**src/rtl/irqbank_pkg.sv**
```systemverilog
package irqbank_pkg;

  localparam int DATA_W      = 32;
  localparam int IDX_FIELD_W = 8;

  typedef enum logic [2:0] {
    GRP_EN_SET = 3'd0,
    GRP_EN_CLR = 3'd1,
    GRP_PD_SET = 3'd2,
    GRP_PD_CLR = 3'd3,
    GRP_AC_SET = 3'd4,
    GRP_AC_CLR = 3'd5,
    GRP_PRIO   = 3'd6,
    GRP_CFG    = 3'd7
  } regGrp_t;

  // strobes from control to datapath
  typedef struct packed {
    logic                   enSet;
    logic                   enClr;
    logic                   pdSet;
    logic                   pdClr;
    logic                   acSet;
    logic                   acClr;
    logic                   prioWr;
    logic                   cfgWr;
    regGrp_t                grp;
    logic                   hit;
    logic [IDX_FIELD_W-1:0] idx;
    logic [3:0]             laneMask;
    logic [DATA_W-1:0]      data;
  } bankCtrl_t;

endpackage

```
**src/rtl/irqbank_ctrl.sv**
```systemverilog
module irqbank_ctrl
  import irqbank_pkg::*;
#(
  parameter int NUM_IRQ = 64,
  parameter int IDX_W   = 4
) (
  input  logic [2:0]        regSel,
  input  logic [IDX_W-1:0]  wordIdx,
  input  logic              byteAcc,
  input  logic [1:0]        byteLane,
  input  logic              wrEn,
  input  logic [DATA_W-1:0] wrData,
  input  logic [DATA_W-1:0] rdWord,
  output bankCtrl_t         ctrl,
  output logic [DATA_W-1:0] rdData
);

  localparam logic [IDX_FIELD_W:0] BIT_WORDS  = (IDX_FIELD_W+1)'(NUM_IRQ / 32);
  localparam logic [IDX_FIELD_W:0] PRIO_WORDS = (IDX_FIELD_W+1)'(NUM_IRQ / 4);
  localparam logic [IDX_FIELD_W:0] CFG_WORDS  = (IDX_FIELD_W+1)'(NUM_IRQ / 16);

  regGrp_t                grp;
  logic [IDX_FIELD_W-1:0] idxExt;
  logic [IDX_FIELD_W:0]   limit;
  logic                   inRange;
  logic                   doWr;

  always_comb begin
    grp    = regGrp_t'(regSel);
    idxExt = IDX_FIELD_W'(wordIdx);
    case (grp)
      GRP_PRIO: limit = PRIO_WORDS;
      GRP_CFG:  limit = CFG_WORDS;
      default:  limit = BIT_WORDS;
    endcase
    inRange = {1'b0, idxExt} < limit;
    doWr    = wrEn & inRange;

    ctrl.grp      = grp;
    ctrl.hit      = inRange;
    ctrl.idx      = idxExt;
    ctrl.laneMask = byteAcc ? (4'b0001 << byteLane) : 4'b1111;
    ctrl.data     = byteAcc ? {4{wrData[7:0]}} : wrData;
    ctrl.enSet    = doWr & (grp == GRP_EN_SET);
    ctrl.enClr    = doWr & (grp == GRP_EN_CLR);
    ctrl.pdSet    = doWr & (grp == GRP_PD_SET);
    ctrl.pdClr    = doWr & (grp == GRP_PD_CLR);
    ctrl.acSet    = doWr & (grp == GRP_AC_SET);
    ctrl.acClr    = doWr & (grp == GRP_AC_CLR);
    ctrl.prioWr   = doWr & (grp == GRP_PRIO);
    ctrl.cfgWr    = doWr & (grp == GRP_CFG);

    rdData = byteAcc ? {24'b0, rdWord[8*byteLane +: 8]} : rdWord;
  end

endmodule

```
**src/rtl/irqbank_regs.sv**
```systemverilog
module irqbank_regs
  import irqbank_pkg::*;
#(
  parameter int NUM_IRQ   = 64,
  parameter int NUM_PRIV  = 32,
  parameter int PRIO_BITS = 5
) (
  input  logic               clk,
  input  logic               rstN,
  input  bankCtrl_t          ctrl,
  input  logic [NUM_IRQ-1:0] lineLevel,
  output logic [DATA_W-1:0]  rdWord,
  output logic [NUM_IRQ-1:0] pendingOut
);

  localparam int BIT_WORDS  = NUM_IRQ / 32;
  localparam int PRIO_WORDS = NUM_IRQ / 4;
  localparam int CFG_WORDS  = NUM_IRQ / 16;

  logic [NUM_IRQ-1:0] enQ, enNext, acQ, acNext, pdQ, pdNext;
  logic [NUM_IRQ-1:0] softQ, softNext, edgeQ, edgeNext, lineQ;
  logic [PRIO_BITS-1:0] prioQ    [NUM_IRQ];
  logic [PRIO_BITS-1:0] prioNext [NUM_IRQ];
  logic [NUM_IRQ*8-1:0] prioFlat;
  logic [NUM_IRQ*2-1:0] cfgFlat;

  for (genvar i = 0; i < NUM_IRQ; i++) begin : g_irq
    localparam int BW = i / 32;
    localparam int BB = i % 32;
    localparam int PW = i / 4;
    localparam int PL = i % 4;
    localparam int CW = i / 16;
    localparam int CP = i % 16;

    logic bitSel, pSet, pClr, rise;

    assign bitSel = (ctrl.idx == IDX_FIELD_W'(BW)) && ctrl.data[BB] && ctrl.laneMask[BB/8];
    assign pSet   = ctrl.pdSet & bitSel;
    assign pClr   = ctrl.pdClr & bitSel;
    assign rise   = lineLevel[i] & ~lineQ[i];

    assign enNext[i] = (enQ[i] | (ctrl.enSet & bitSel)) & ~(ctrl.enClr & bitSel);
    assign acNext[i] = (acQ[i] | (ctrl.acSet & bitSel)) & ~(ctrl.acClr & bitSel);

    if (i < NUM_PRIV) begin : g_priv
      assign edgeNext[i] = 1'b0;
    end else begin : g_shared
      assign edgeNext[i] = (ctrl.cfgWr && ctrl.idx == IDX_FIELD_W'(CW) && ctrl.laneMask[CP/4])
                           ? ctrl.data[2*CP+1] : edgeQ[i];
    end

    // latch only moves under level rules
    assign softNext[i] = edgeNext[i] ? softQ[i]
                       : (pSet ? 1'b1 : (pClr ? 1'b0 : softQ[i]));
    assign pdNext[i]   = edgeNext[i] ? ((pdQ[i] & ~pClr) | rise | pSet)
                       : (lineLevel[i] | softNext[i]);

    assign prioNext[i] = (ctrl.prioWr && ctrl.idx == IDX_FIELD_W'(PW) && ctrl.laneMask[PL])
                         ? ctrl.data[8*PL+7 -: PRIO_BITS] : prioQ[i];

    assign prioFlat[8*i +: 8] = 8'(prioQ[i]) << (8 - PRIO_BITS);
    assign cfgFlat[2*i +: 2]  = {edgeQ[i], 1'b0};
  end

  always_ff @(posedge clk or negedge rstN) begin
    if (!rstN) begin
      enQ   <= '0;
      acQ   <= '0;
      pdQ   <= '0;
      softQ <= '0;
      edgeQ <= '0;
      lineQ <= '0;
      for (int i = 0; i < NUM_IRQ; i++) prioQ[i] <= '0;
    end else begin
      enQ   <= enNext;
      acQ   <= acNext;
      pdQ   <= pdNext;
      softQ <= softNext;
      edgeQ <= edgeNext;
      lineQ <= lineLevel;
      for (int i = 0; i < NUM_IRQ; i++) prioQ[i] <= prioNext[i];
    end
  end

  always_comb begin
    rdWord = '0;
    if (ctrl.hit) begin
      case (ctrl.grp)
        GRP_EN_SET, GRP_EN_CLR:
          for (int w = 0; w < BIT_WORDS; w++)
            if (ctrl.idx == IDX_FIELD_W'(w)) rdWord = enQ[32*w +: 32];
        GRP_PD_SET, GRP_PD_CLR:
          for (int w = 0; w < BIT_WORDS; w++)
            if (ctrl.idx == IDX_FIELD_W'(w)) rdWord = pdQ[32*w +: 32];
        GRP_AC_SET, GRP_AC_CLR:
          for (int w = 0; w < BIT_WORDS; w++)
            if (ctrl.idx == IDX_FIELD_W'(w)) rdWord = acQ[32*w +: 32];
        GRP_PRIO:
          for (int w = 0; w < PRIO_WORDS; w++)
            if (ctrl.idx == IDX_FIELD_W'(w)) rdWord = prioFlat[32*w +: 32];
        GRP_CFG:
          for (int w = 0; w < CFG_WORDS; w++)
            if (ctrl.idx == IDX_FIELD_W'(w)) rdWord = cfgFlat[32*w +: 32];
        default: rdWord = '0;
      endcase
    end
  end

  assign pendingOut = pdQ;

endmodule

```
**src/rtl/irq_state_bank.sv**
```systemverilog
module irq_state_bank
  import irqbank_pkg::*;
#(
  parameter int NUM_IRQ   = 64,
  parameter int NUM_PRIV  = 32,
  parameter int PRIO_BITS = 5,
  localparam int IDX_W    = $clog2(NUM_IRQ / 4)
) (
  input  logic               clk,
  input  logic               rstN,
  input  logic [2:0]         regSel,
  input  logic [IDX_W-1:0]   wordIdx,
  input  logic               byteAcc,
  input  logic [1:0]         byteLane,
  input  logic               wrEn,
  input  logic [31:0]        wrData,
  input  logic [NUM_IRQ-1:0] lineLevel,
  output logic [31:0]        rdData,
  output logic [NUM_IRQ-1:0] pendingOut
);

  bankCtrl_t          ctrl;
  logic [DATA_W-1:0]  rdWord;

  irqbank_ctrl #(.NUM_IRQ(NUM_IRQ), .IDX_W(IDX_W)) u_ctrl (
    .regSel(regSel), .wordIdx(wordIdx), .byteAcc(byteAcc), .byteLane(byteLane),
    .wrEn(wrEn), .wrData(wrData), .rdWord(rdWord), .ctrl(ctrl), .rdData(rdData)
  );

  irqbank_regs #(.NUM_IRQ(NUM_IRQ), .NUM_PRIV(NUM_PRIV), .PRIO_BITS(PRIO_BITS)) u_regs (
    .clk(clk), .rstN(rstN), .ctrl(ctrl), .lineLevel(lineLevel),
    .rdWord(rdWord), .pendingOut(pendingOut)
  );

endmodule

```
**config.mk**
```make
export PLATFORM = sky130hd
export DESIGN_NAME = irq_state_bank
export DESIGN_NICKNAME = d
export VERILOG_FILES = /design/src/rtl/irqbank_pkg.sv /design/src/rtl/irqbank_ctrl.sv /design/src/rtl/irqbank_regs.sv /design/src/rtl/irq_state_bank.sv
export SDC_FILE = /design/constraint.sdc
export NUM_CORES = 1
export LEC_CHECK = 0
export BUFFER_PORTS_ARGS = -buffer_cell sky130_fd_sc_hd__buf_2
export CELL_PAD_IN_SITES_DETAIL_PLACEMENT = 0
export CELL_PAD_IN_SITES_GLOBAL_PLACEMENT = 2
export CORE_UTILIZATION = 39
export DETAILED_ROUTE_END_ITERATION = 16
export GPL_TIMING_DRIVEN = 0
export PLACE_DENSITY_LB_ADDON = 0.2
export SYNTH_ARGS = -nofsm -noshare
export SYNTH_HDL_FRONTEND = slang
export SYNTH_SLANG_ARGS = --single-unit
```
**constraint.sdc**
```tcl
create_clock -name clk -period 4.15 [get_ports clk]
set_input_delay 0.415 -clock clk [delete_from_list [all_inputs] [get_ports clk]]
set_output_delay 0.415 -clock clk [all_outputs]
set_load 0.02 [all_outputs]
```
==> summary.md <==
The final cycle utilization of the critical path works out to 1.03. The number of nets handed over by synthesis was 3135. The logs give 0 for the number of max-slew violations in the final report and -0.126 ns for the worst setup margin. The highest fanout seen on the critical path is 10, and the number of global-route vias before repair is 27100. Dividing the detail-routed wire length by the instance count gives 32.1 um. Beginning of the worst hold path: wrData[27].

Startpoint of the worst register-to-register path: u_regs.edgeQ[47]. The clock tree buffer depth was 3; the count of yosys warnings during synthesis was 0. After floorplanning, the core was divided into 101 placement rows.

Among all flip-flop cells after synthesis, the most frequent one is dfrtp_1. The count of buffers added on input and output ports is 200. After detailed routing, the number of remaining DRC violations is 0.

The worst min-delay path class was input port to flip-flop. Entering global routing, the biggest net connects 113 pins. For this design the static power due to leakage is 16.1 nW. Worst setup path startpoint: wordIdx[2]. The proportion of netlist area held by the largest area contributor works out to 0.531. The region available for standard cell placement spans 76200 um^2. Of all cell types, the one taking the most synthesized area is dfrtp_1. Static timing analysis puts the maximum clock frequency at 234 MHz. The run gives 3.73 ns as the required arrival time at the worst endpoint. The category of the worst setup path capture point is an output port.

The number of clock buffers added by TritonCTS is 75. The logs give 6 for the number of search-and-repair iterations in the first detailed-routing pass and 4262 for the cell total after placement. The remaining number of nets flagged by the antenna check after routing is 0. The tools report the number of hold-slack violations in the final timing report as 0. TritonCTS built the clock tree. Synthesized area divided by synthesized cell count: 9.96 um^2.

Clock-pin slew was measured on the worst setup and hold paths at 0.06 ns. The placed cell area was 32600 um^2; the number of nets at the end of the flow was 3495. On the final layout, the worst clock skew is 0.0126 ns. Across the run, the number of max-cap violations was 0.

The finished cells cover 36200 um^2. The run gives 104 mm as the detailed-placement wirelength estimate. The first-iteration detailed-routing DRC count is 3473. The starting density of the core is 0.395.

The floorplan step defined a die boundary enclosing 78400 um^2. The tools report the category of the worst setup path launch point as an input port. The detailed-route via count is 27600, and the number of unique standard cell types used by synthesis is 88. Measured along the x axis, the die boundary spans 280 um. The tools report the worst voltage drop across the vdd grid as 0.000270 V.

Root buffer cell: clkbuf_16. In the synthesized netlist, the number of instances is 3025. The tools report the sequential cell area fraction in the yosys report as 0.531. The mapped netlist covers 30100 um^2. Using the TritonRoute via totals, the vias-per-cell ratio works out to 6.16. The first-pass GRT wire length was 203 mm; the final worst hold slack was 0.245 ns.

The run finished, with violations left. The final reports fail on setup timing. The count of state elements after synthesis was 640.

The run gives 4475 as the number of non-filler instances in the completed layout. The run gives 0.475 as the final core area utilization. At the end of routability-driven placement, the weighted congestion stood at 0.963. The tools report the worst-case headroom to the max-slew limit as 0.0749. For the initial antenna violation count, the log shows 3. After synthesis, the cell types taking the most area are dfrtp_1 (53%), a21oi_1 (8.0%), nor2_1 (4.6%). The setup TNS is -0.324 ns, and the number of setup violations in the final report is 4. The final wirelength was 144 mm.

The worst setup path is of the input port to output port kind. Clock tree synthesis found a total of 640 sinks. The die extent in y works out to 280 um. The share of final-layout standard cells stronger than drive strength 1 is 0.198.

Setup repair after global routing could not meet its margin everywhere. The synthesis-to-layout area growth was 20.2%; the power density over the cells was 423 nW/um^2. The global-route usage over all layers came out at 0.366.

For the clock latency on the worst-skew pair, the log shows 0.64 ns. The number of synthesized flops with an enable pin came out at 0. The overflow left after global routing was 0. The logs give 3 for the H-tree depth and 3.86 ns for the arrival time reported for the critical path endpoint. The tools report the number of placed I/O pins as 205.

For the pin with the worst max-slew slack, the measured transition is 1.39 ns. The share of synthesized flip-flops with an asynchronous set or reset was 1.00. The smallest clock period supported by the final layout is computed as 4.28 ns.
cell type report:
class,instances,area (um^2)
Fill cell,7274,40000
Sequential cell,640,16000
Multi-Input combinational cell,2155,13400
Clock buffer,111,2230
Timing Repair Buffer,285,1940
Tap cell,1030,1290
Buffer,213,1100
Clock inverter,23,154
Inverter,15,65.1
Antenna cell,3,7.51
what timing repair did:
action,in CTS,in global routing
endpoints found under the setup margin,196,12
resized for setup,113,37
hold buffers,65,0
endpoints found under the hold margin,116,0
gates cloned,0,0
pin swaps,6,3
setup buffers,7,5
layer usage:
layer,vias to the layer above,track usage,part of all wire
li1,11800,-,-
met1,13900,0.476,0.40
met2,1524,0.579,0.46
met3,355,0.0716,0.085
met4,4,0.191,0.058
met5,-,0,0.00014
report_power, final:
group	leakage, nW	switching [mW]	internal (mW)
Combinational	6.34	1.27	0.598
Clock	1.18	2.83	3.77
Sequential	8.59	0.236	6.60
Total	16.1	4.33	11.0
path summary, 6_finish.rpt:
path	endpoint	slack, ns	depth (start not counted)
setup / recovery	rdData[4]	-0.13	12
hold / removal	u_regs.edgeQ[61]	0.25	3
setup reg to reg	u_regs.pendingOut[47]	2.37	4
hold reg to reg	u_regs.prioFlat[31]	0.48	2
max in group asynchronous	u_regs.softQ[26]	2.07	5
min in group asynchronous	u_regs.prioFlat[127]	0.32	2
cells by family (layout without fill, tap and decap cells):
| kind of cell | count (synthesis) | count (layout) | share of synthesized area |
|---|---|---|---|
| adders and majority gates | 1 | 1 | 0.000415 |
| buffers and inverters | 230 | 647 | 0.0328 |
| AOI/OAI and AO/OA | 1109 | 1109 | 0.232 |
| DFF | 640 | 640 | 0.531 |
| other | 0 | 3 | 0 |
| and+or+nand+nor | 845 | 845 | 0.124 |
| muxes | 200 | 200 | 0.0790 |
state kept, by name (all words and copies together), names as in the netlist:
signal and flops:
u_regs.acQ 64, u_regs.edgeQ 32, u_regs.enQ 64, u_regs.lineQ 32, u_regs.pendingOut 64, u_regs.prioFlat 320
u_regs.softQ 64
stage by stage:
step	worst slack (ns)	total power [mW]
floorplan	0.339	7.76
global placement	-11.06	8.61
detailed placement	-1.83	8.66
CTS	-0.0204	15.3
global route	-0.0192	15.7
finish	-0.126	15.3
layout by cell type, fill, tap and decap left out, types with 27 or more instances in the layout:
master	instances
a22oi_1	56
mux2i_1	61
mux2_2	96
o21ai_0	186
dlygate4sd3_1	65
a31oi_1	62
nand2_1	283
nor2_1	364
a221o_1	41
buf_2	243
a221oi_1	49
dfrtp_1	640
buf_4	33
clkbuf_1	111
a22o_1	38
clkbuf_2	27
clkbuf_16	80
a21oi_1	481
cells in the mapped netlist (all sizes together) (5+ instances only):
cell type / instances
a211oi: 17
a21boi: 25
a21o: 6
a21oi: 482
a221o: 41
a221oi: 52
a22o: 38
a22oi: 56
a31oi: 63
and2: 10
and3: 10
buf: 87
clkbuf: 128
dfrtp: 640
inv: 13
mux2: 124
mux2i: 63
mux4: 13
nand2: 287
nand2b: 21
nand3: 17
nand3b: 14
nand4: 10
nor2: 367
nor2b: 15
nor3: 29
nor4: 6
o2111ai: 15
o21ai: 215
o221ai: 10
o22ai: 26
o31ai: 5
or2: 34
critical path, stage by stage:
cell      delay (ns)
buf_2           0.15
buf_4           0.24
buf_2           0.30
clkinv_2        0.33
clkbuf_2        0.46
o22ai_1         0.23
a22oi_1         0.15
nor3_1          0.40
nor3_1          0.13
o31ai_1         0.47
and3_2          0.37
buf_2           0.20
Power figures use the tool's default switching activity.
